<file path="config.mk">
export PLATFORM = sky130hd
export DESIGN_NAME = wkup_edge_bank
export DESIGN_NICKNAME = d
export VERILOG_FILES = /design/src/rtl/wkup_pkg.sv /design/src/rtl/wkup_sync.sv /design/src/rtl/wkup_group.sv /design/src/rtl/wkup_edge_bank.sv
export SDC_FILE = /design/constraint.sdc
export NUM_CORES = 1
export LEC_CHECK = 0
export ABC_AREA = 1
export ABC_CLOCK_PERIOD_IN_PS = 1800
export BUFFER_PORTS_ARGS = -buffer_cell sky130_fd_sc_hd__buf_4
export CORE_UTILIZATION = 40
export DETAILED_ROUTE_END_ITERATION = 8
export PLACE_DENSITY_LB_ADDON = 0.25
export SYNTH_ARGS = -nofsm -noshare
export SYNTH_HDL_FRONTEND = slang
export SYNTH_SLANG_ARGS = --single-unit
</file>
<file path="constraint.sdc">
create_clock -name clk -period 1.8 [get_ports clk]
set_input_delay 0.27 -clock clk [delete_from_list [all_inputs] [get_ports clk]]
set_output_delay 0.27 -clock clk [all_outputs]
set_load 0.02 [all_outputs]
</file>
<file path="src/rtl/wkup_pkg.sv">
package wkup_pkg;
    localparam int GRP_W = 8;
    localparam int SEL_W = 3;

    typedef enum logic [SEL_W-1:0] {
        SEL_MODE = 3'd0,
        SEL_POL  = 3'd1,
        SEL_ANY  = 3'd2,
        SEL_EN   = 3'd3,
        SEL_PEND = 3'd4,
        SEL_CLR  = 3'd5
    } wk_sel_e;

    typedef struct packed {
        logic [GRP_W-1:0] mode;
        logic [GRP_W-1:0] pol;
        logic [GRP_W-1:0] any;
        logic [GRP_W-1:0] en;
    } wk_cfg_t;
endpackage

</file>
<file path="src/rtl/wkup_sync.sv">
module wkup_sync #(
    parameter int W      = 8,
    parameter int STAGES = 2
) (
    input  logic         clk,
    input  logic         rst_n,
    input  logic [W-1:0] d,
    output logic [W-1:0] q
);
    logic [W-1:0] stg [STAGES];

    always_ff @(posedge clk) begin
        if (!rst_n) begin
            for (int k = 0; k < STAGES; k++) stg[k] <= '0;
        end else begin
            stg[0] <= d;
            for (int k = 1; k < STAGES; k++) stg[k] <= stg[k-1];
        end
    end

    assign q = stg[STAGES-1];
endmodule

</file>
<file path="src/rtl/wkup_group.sv">
module wkup_group
    import wkup_pkg::*;
(
    input  logic             clk,
    input  logic             rst_n,
    input  logic [GRP_W-1:0] sync_in,
    input  logic             wr_sel,
    input  logic [SEL_W-1:0] sel,
    input  logic [GRP_W-1:0] wdata,
    output wk_cfg_t          cfg,
    output logic [GRP_W-1:0] pend,
    output logic             irq
);
    logic [GRP_W-1:0] prev;
    logic [GRP_W-1:0] hit;
    logic [GRP_W-1:0] clr_mask;

    // configuration registers
    always_ff @(posedge clk) begin
        if (!rst_n) begin
            cfg <= '0;
        end else if (wr_sel) begin
            case (sel)
                SEL_MODE: cfg.mode <= wdata;
                SEL_POL:  cfg.pol  <= wdata;
                SEL_ANY:  cfg.any  <= wdata;
                SEL_EN:   cfg.en   <= wdata;
                default:  ;
            endcase
        end
    end

    // previous synchronised sample for edge detection
    always_ff @(posedge clk) begin
        if (!rst_n) prev <= '0;
        else        prev <= sync_in;
    end

    for (genvar b = 0; b < GRP_W; b++) begin : g_det
        logic rise, fall, edge_hit, lvl_hit;
        always_comb begin
            rise     = sync_in[b] & ~prev[b];
            fall     = ~sync_in[b] & prev[b];
            edge_hit = cfg.any[b] ? (rise | fall) : (cfg.pol[b] ? fall : rise);
            lvl_hit  = cfg.pol[b] ? ~sync_in[b] : sync_in[b];
        end
        assign hit[b] = cfg.en[b] & (cfg.mode[b] ? lvl_hit : edge_hit);
    end

    assign clr_mask = (wr_sel && sel == SEL_CLR) ? wdata : '0;

    // new detections win over a simultaneous clear
    always_ff @(posedge clk) begin
        if (!rst_n) pend <= '0;
        else        pend <= (pend & ~clr_mask) | hit;
    end

    assign irq = |(pend & cfg.en);
endmodule

</file>
<file path="src/rtl/wkup_edge_bank.sv">
module wkup_edge_bank
    import wkup_pkg::*;
#(
    parameter int NUM_GROUPS  = 2,
    parameter int SYNC_STAGES = 2,
    localparam int GIDX_W = (NUM_GROUPS > 1) ? $clog2(NUM_GROUPS) : 1,
    localparam int AW     = GIDX_W + SEL_W,
    localparam int NW     = NUM_GROUPS * GRP_W
) (
    input  logic                  clk,
    input  logic                  rst_n,
    input  logic [NW-1:0]         wake_in,
    input  logic                  reg_wr,
    input  logic [AW-1:0]         reg_addr,
    input  logic [GRP_W-1:0]      reg_wdata,
    output logic [GRP_W-1:0]      reg_rdata,
    output logic [NUM_GROUPS-1:0] grp_irq
);
    logic [NW-1:0]     wake_s;
    logic [NW-1:0]     pend_all;
    logic [NW-1:0]     en_all;
    logic [GIDX_W-1:0] grp_idx;
    wk_cfg_t           cfg_arr  [NUM_GROUPS];
    logic [GRP_W-1:0]  pend_arr [NUM_GROUPS];

    assign grp_idx = reg_addr[AW-1:SEL_W];

    wkup_sync #(.W(NW), .STAGES(SYNC_STAGES)) sync_i (
        .clk(clk), .rst_n(rst_n), .d(wake_in), .q(wake_s)
    );

    for (genvar g = 0; g < NUM_GROUPS; g++) begin : g_grp
        wkup_group grp_i (
            .clk     (clk),
            .rst_n   (rst_n),
            .sync_in (wake_s[g*GRP_W +: GRP_W]),
            .wr_sel  (reg_wr && grp_idx == GIDX_W'(g)),
            .sel     (reg_addr[SEL_W-1:0]),
            .wdata   (reg_wdata),
            .cfg     (cfg_arr[g]),
            .pend    (pend_arr[g]),
            .irq     (grp_irq[g])
        );
        assign pend_all[g*GRP_W +: GRP_W] = pend_arr[g];
        assign en_all[g*GRP_W +: GRP_W]   = cfg_arr[g].en;
    end

    always_comb begin
        reg_rdata = '0;
        for (int g = 0; g < NUM_GROUPS; g++) begin
            if (grp_idx == GIDX_W'(g)) begin
                case (reg_addr[SEL_W-1:0])
                    SEL_MODE: reg_rdata = cfg_arr[g].mode;
                    SEL_POL:  reg_rdata = cfg_arr[g].pol;
                    SEL_ANY:  reg_rdata = cfg_arr[g].any;
                    SEL_EN:   reg_rdata = cfg_arr[g].en;
                    SEL_PEND: reg_rdata = pend_arr[g];
                    default:  reg_rdata = '0;
                endcase
            end
        end
    end
endmodule

</file>
; Word level (Yosys, flattened, before mapping)
; Memories as Yosys holds them, arrays and structs flattened.
; Index checks and enable logic that the tools add are counted.
[totals]
ff_bits = 96
mem_bits_rw = 32
input_bits = 31
output_inout_bits = 10
word_cells = 213
memories = 1
[op_classes]
eq_ne = 5
mux = 73
bitwise_logic = 107
n_reduce_logical = 15
[mem_list]
columns = name, words, width, rd, rd_clocked_by_memory_dff, write_ports, line
row1 = sync_i.stg, 2, 16, 2, 0, 2, wkup_sync.sv:10  ; logic [W-1:0] stg [STAGES];
[op_table]
columns = operator, n
row1 = $pmux 8 s5, 2
row2 = $mux 1, 66
row3 = $and 1x1->1, 48
row4 = $not 1->1, 33
row5 = $and 8x8->8, 4
row6 = $mux 16, 2
row7 = $mux 8, 3
row8 = $or 1x1->1, 18
row9 = $not 8->8, 2
row10 = $or 8x8->8, 2
row11 = $reduce_and 2->1, 8
row12 = $reduce_or 8->1, 2
row13 = $eq 3x2->1 const B, 2
row14 = $eq 3x3->1 const B, 2
row15 = $logic_and 1x1->1, 4
row16 = $eq 3x1->1 const B, 1
row17 = $logic_not 3->1, 1

; Depth between registers and ports, before layout
[depth]
depth_word = 7
depth_mapped = 9
mapped_depth_nobuf = 8

; Cells and area by module
; Synthesis repeated with hierarchy kept, for this count alone.
[unflattened]
cells_unflattened = 1012
area_unflattened_um2 = 6926.6
[by_module_without_submodules]
columns = module, n_inst, cells_per_inst, area_each_um2, seq_area_each_um2
row1 = wkup_group, 2, 350, 2477.4, 960.9
row2 = wkup_sync, 1, 115, 1034.7, 640.6
row3 = wkup_edge_bank, 1, 197, 937.1, 0.0

; Least setup slack after synthesis
; No wires, ideal clock.
[synth_path]
kind = input-to-output
from = in reg_addr[0]
to = out reg_rdata[4]
arrival_ns = 1.287
required_time_ns = 1.530
setup_slack_ns = 0.243
stages = 7
path_buffers = 2
cell_sequence = buf_2 > nor3_4 > buf_2 > nand2_1 > nand2_1 > nand2_1 > nand2_1
[synth_between]
elab_chain_len = 3
elab_cells_between_ends = 8
cone_classes = eq/ne (4) / mux (3) / reduce/logical (1)
[synth_lines]
columns = item, line
row1 = from (decl), wkup_edge_bank.sv:14  ; input logic [AW-1:0] reg_addr,
row2 = $eq 3x3->1 (tied with other cells), wkup_edge_bank.sv:52  ; case (reg_addr[SEL_W-1:0])
row3 = $pmux 8 s5, wkup_edge_bank.sv:52
row4 = $mux 8 *, wkup_edge_bank.sv:51  ; if (grp_idx == GIDX_W'(g)) begin
row5 = to (decl), wkup_edge_bank.sv:16  ; output logic [GRP_W-1:0] reg_rdata,
; Mark *: on every way between the ends. The rest lies on a longest branch, timed or not.

; Worst setup path in the final report
[layout_path]
from = reg g_grp[1].grp_i.cfg[5] in the netlist's numbering
to = out reg_rdata[5]
[layout_between]
elab_chain_len = 2
[layout_lines]
columns = item, line
row1 = from (decl), wkup_group.sv:10  ; output wk_cfg_t cfg,
row2 = $pmux 8 s5, wkup_edge_bank.sv:52
row3 = $mux 8, wkup_edge_bank.sv:51
; No other way between the ends.

==> parameters.txt <==
Parameter                              Value

Run status
  Status ... finished, final reports clean

GRT
  Vias in the first global route ... 5416
  Global router's overall resource usage ... 22.6%
  Antenna violations before repair ... 0
  Largest net degree at the start of global routing ... 51
  Aggregate global routing overflow ... 0
  Global-route wire length before repair ... 28.4 mm

Drt
  1st-iter DRT viols ... 495
  First-pass iteration count of the detailed router ... 6
  ANT nets after route ... 0
  Number of DRC violations after detailed routing ... 0
  Via count of the routed design ... 6069
  Detail-routed net length per standard cell ... 14.1 um
  Total detailed-routing wirelength ... 17.4 mm
  Routed vias/inst ... 4.93

Worst setup path
  Critical register-to-register path startpoint ... g_grp[0].grp_i.prev[7]$_SDFF_PN0_
  Top Family by Delay on Critical Path ... simple AND/OR/NAND/NOR gates
  Biggest cell delay along the critical path ... 0.42 ns
  CP startpoint ... g_grp[1].grp_i.cfg[5]$_SDFFE_PN0P_
  Endpoint kind of the worst setup timing path ... output port
  Startpoint Class ... flop
  Most common cell on crit path ... nand2_1
  Setup slack on the worst flop-to-flop path ... 0.64 ns
  Worst r2r path cells ... 7
  Reg-to-reg critical path endpoint ... g_grp[0].grp_i.pend[7]$_SDFF_PN0_
  Worst setup path class ... reg2out
  Buffering stage count on the worst path with inverters included ... 1
  Cell-by-cell listing of the critical path ... nand4_1, nand2_1, nor2_1, nand2_1, nand2_1, nand2_1, buf_4
  Worst Path Arrival ... 1.45 ns
  Slowest CP cell ... dfxtp_1
  Critical path fanouts, max ... 4
  Required time at the endpoint of the critical path ... 1.53 ns

Clock tree
  CTS HTree Levels ... 4
  Sink Count ... 128
  Clock transition time at the flip-flop clock pins of the worst setup and hold paths ... 0.06 ns
  Clock tree from TritonCTS ... done
  Setup Fix Bufs, Post-CTS ... 0
  Root Buffer Master ... clkbuf_16
  Number of buffers created by CTS ... 17
  Insertion delay to the later sink of the worst-skew pair ... 0.43 ns
  Bufs on Longest Clock Path ... 2

Power
  Clk network pwr share ... 50.6%
  Leakage power summed over all cells ... 0.00366 uW
  Switching share of power ... 24.2%
  Int Pwr ... 5340 uW
  Combinational share of power ... 7.2%
  Power spent charging and discharging nets ... 1700 uW
  Overall power consumption ... 7040 uW
  Power density of the placed cells ... 919 mW/mm2
  Sequential group share of total power ... 42.2%
  Worst vdd ir ... 678 uV

Layout
  Layout fillers ... 1571
  Synthesis-to-layout area growth ... 19.5%
  Net total in the final layout ... 1071
  Antenna cell count ... 0
  Share of layout cells above drive strength 1 ... 12.0%

Yosys
  Compound-gate portion of the synthesized area ... 9.02%
  Avg Synthesized Cell Area ... 6.62 um2
  Seq cells post-synth ... 128
  Number of distinct library cells after synthesis ... 22
  Yosys warning count ... 0
  Cell count after synthesis ... 968
  Xor and xnor area share after synthesis ... 0%
  Simple-gate portion of the synthesized area ... 34.3%
  Dominant combinational cell family by area after synthesis ... simple AND/OR/NAND/NOR gates
  Leading post-synthesis cells by cell area ... dfxtp_1, nand2_1, inv_1
  Mux cell area share after synthesis ... 0%
  Proportion of synthesized chip area in sequential cells ... 40.0%
  Post-synth design cell area ... 0.00641 mm2
  Syn nets ... 1031
  Adder-cell share of the synthesized area ... 6.25%
  Dominant cell type by area after synthesis ... dfxtp_1
  Post-synth top area share ... 40.0%

Place
  Post-DP HPWL ... 12.1 mm
  IO buf count ... 40
  Placer Congestion ... 0.806

STA
  Ratio of final minimum period to clock period ... 95.3%
  RSZ-0062 raised after global routing ... no
  Max Clock Skew ... 0.00708 ns
  Count of final setup violators ... 0
  Sum Neg Setup Slack ... 0 ns
  Maximum clock frequency ... 583 MHz
  Max_slew headroom ... 72.7%
  Final count of hold timing violations ... 0
  Number of max-slew violations in the final report ... 0
  Minimum clock period ... 1.72 ns
  Slew at the pin with the worst max-slew slack ... 0.409 ns

Floorplanning
  Top-level I/O count ... 41
  Core region area ... 0.0154 mm2
  Die H ... 129 um
  Core Rows ... 45
  Die area ... 0.0165 mm2
  Die boundary width ... 129 um
  Initial core utilization ... 41.5%

Hold path
  Hold Path Sink ... sync_i.stg[0][0]$_SDFF_PN0_
  Min-Delay Path Class ... in2reg
  Start point of the worst min-delay path ... wake_in[0]
  Hold Path Depth ... 3

Flow run
  Number of max-cap violations ... 0
## what timing repair did
| item | CTS | global route |
|---|---|---|
| gates resized for setup | 1 | 5 |
| setup endpoints to repair | 1 | 4 |
| gates cloned | 0 | 0 |
| hold buffers | 0 | 0 |
| pin swaps | 0 | 1 |
## synthesized netlist by cell type
cell type / n
nand2_1: 306
o21ai_0: 52
a21oi_1: 56
buf_4: 3
nor2_2: 2
nor2_4: 2
clkbuf_1: 19
buf_1: 9
nor3_2: 1
buf_2: 16
a221oi_1: 2
nand4_1: 35
nand3_1: 73
nor2_1: 98
nor3_4: 1
or2_2: 1
nand2_2: 5
dfxtp_1: 128
o21ai_1: 4
ha_1: 32
inv_2: 5
inv_1: 118
## per-layer routing
layer  GRT usage [%]  part of all wire (%)  up-vias
met2            34.0                    43      201
met1            31.7                    48     2717
met5               0                     0        -
li1                -                     -     3130
met4            8.37                   1.4        0
met3            4.70                   7.2       21
## worst max-delay path by stage
| stage | end | cells past startpoint |
|---|---|---|
| after global placement | reg_rdata[4] | 10 |
| after global routing | reg_rdata[5] | 7 |
| after CTS | grp_irq[0] | 5 |
| after detailed placement | reg_rdata[1] | 10 |
| after floorplan | reg_rdata[4] | 7 |
| final | reg_rdata[5] | 7 |
## metrics by stage
stage	instance area, um2	setup slack, ns	cells	utilization, %	hold slack [ns]
after floorplan	6410	0.243	968	-	0.368
after global placement	7030	0.158	1200	45.5	0.392
after detailed placement	7030	0.163	1200	45.5	0.400
after CTS	7650	0.0690	1232	49.6	0.00978
after global routing	7660	0.00565	1232	49.6	0.0239
final	7660	0.0839	1232	49.6	0.0233
## cell type report
class                   count  area (um2)  area share [%]
well taps                 211         264            3.45
inverters                 123         462            6.03
clock inverters            13         160            2.09
flip-flops and latches    128        2570            33.5
clock buffers              19         453            5.91
multi-input cells         670        3190            41.7
repair buffers             68         561            7.32
## placed cells by master, fill, tap and decap left out, types with 32 or more instances in the layout
cell,instances
buf_4,64
nand3_1,73
ha_1,32
nand2_1,306
a21oi_1,56
o21ai_0,52
nand4_1,35
dfxtp_1,125
nor2_1,97
inv_1,118
## power by group through the flow
stage / Sequential [uW] / Clock, uW / Combinational, uW
after detailed placement: 3030 / 0 / 506
after CTS: 2970 / 3620 / 509
final: 2970 / 3560 / 509
after global routing: 2980 / 3750 / 569
after floorplan: 3010 / 0 / 311
after global placement: 3030 / 0 / 500
## state kept, by name, summed over array words and instances, names as in the netlist
signal            count
g_grp.grp_i.pend     16
g_grp.grp_i.cfg      64
g_grp.grp_i.prev     16
sync_i.stg           32
## kinds of logic (layout without fill, tap and decap cells)
kind of cell / Yosys count / count (layout)
DFF: 128 / 128
and+or+nand+nor: 524 / 524
adders and majority gates: 32 / 32
AOI/OAI and AO/OA: 114 / 114
buffers and inverters: 170 / 223
## worst reg2reg max path: stages (launching register included)
cell and delay, ns:
dfxtp_1 0.32, inv_1 0.05, ha_1 0.32, nor2_1 0.11, nor2_1 0.04, nand2_1 0.06, nand3_1 0.07, a21oi_1 0.12
No activity file was read; power rests on OpenSTA's default activity.
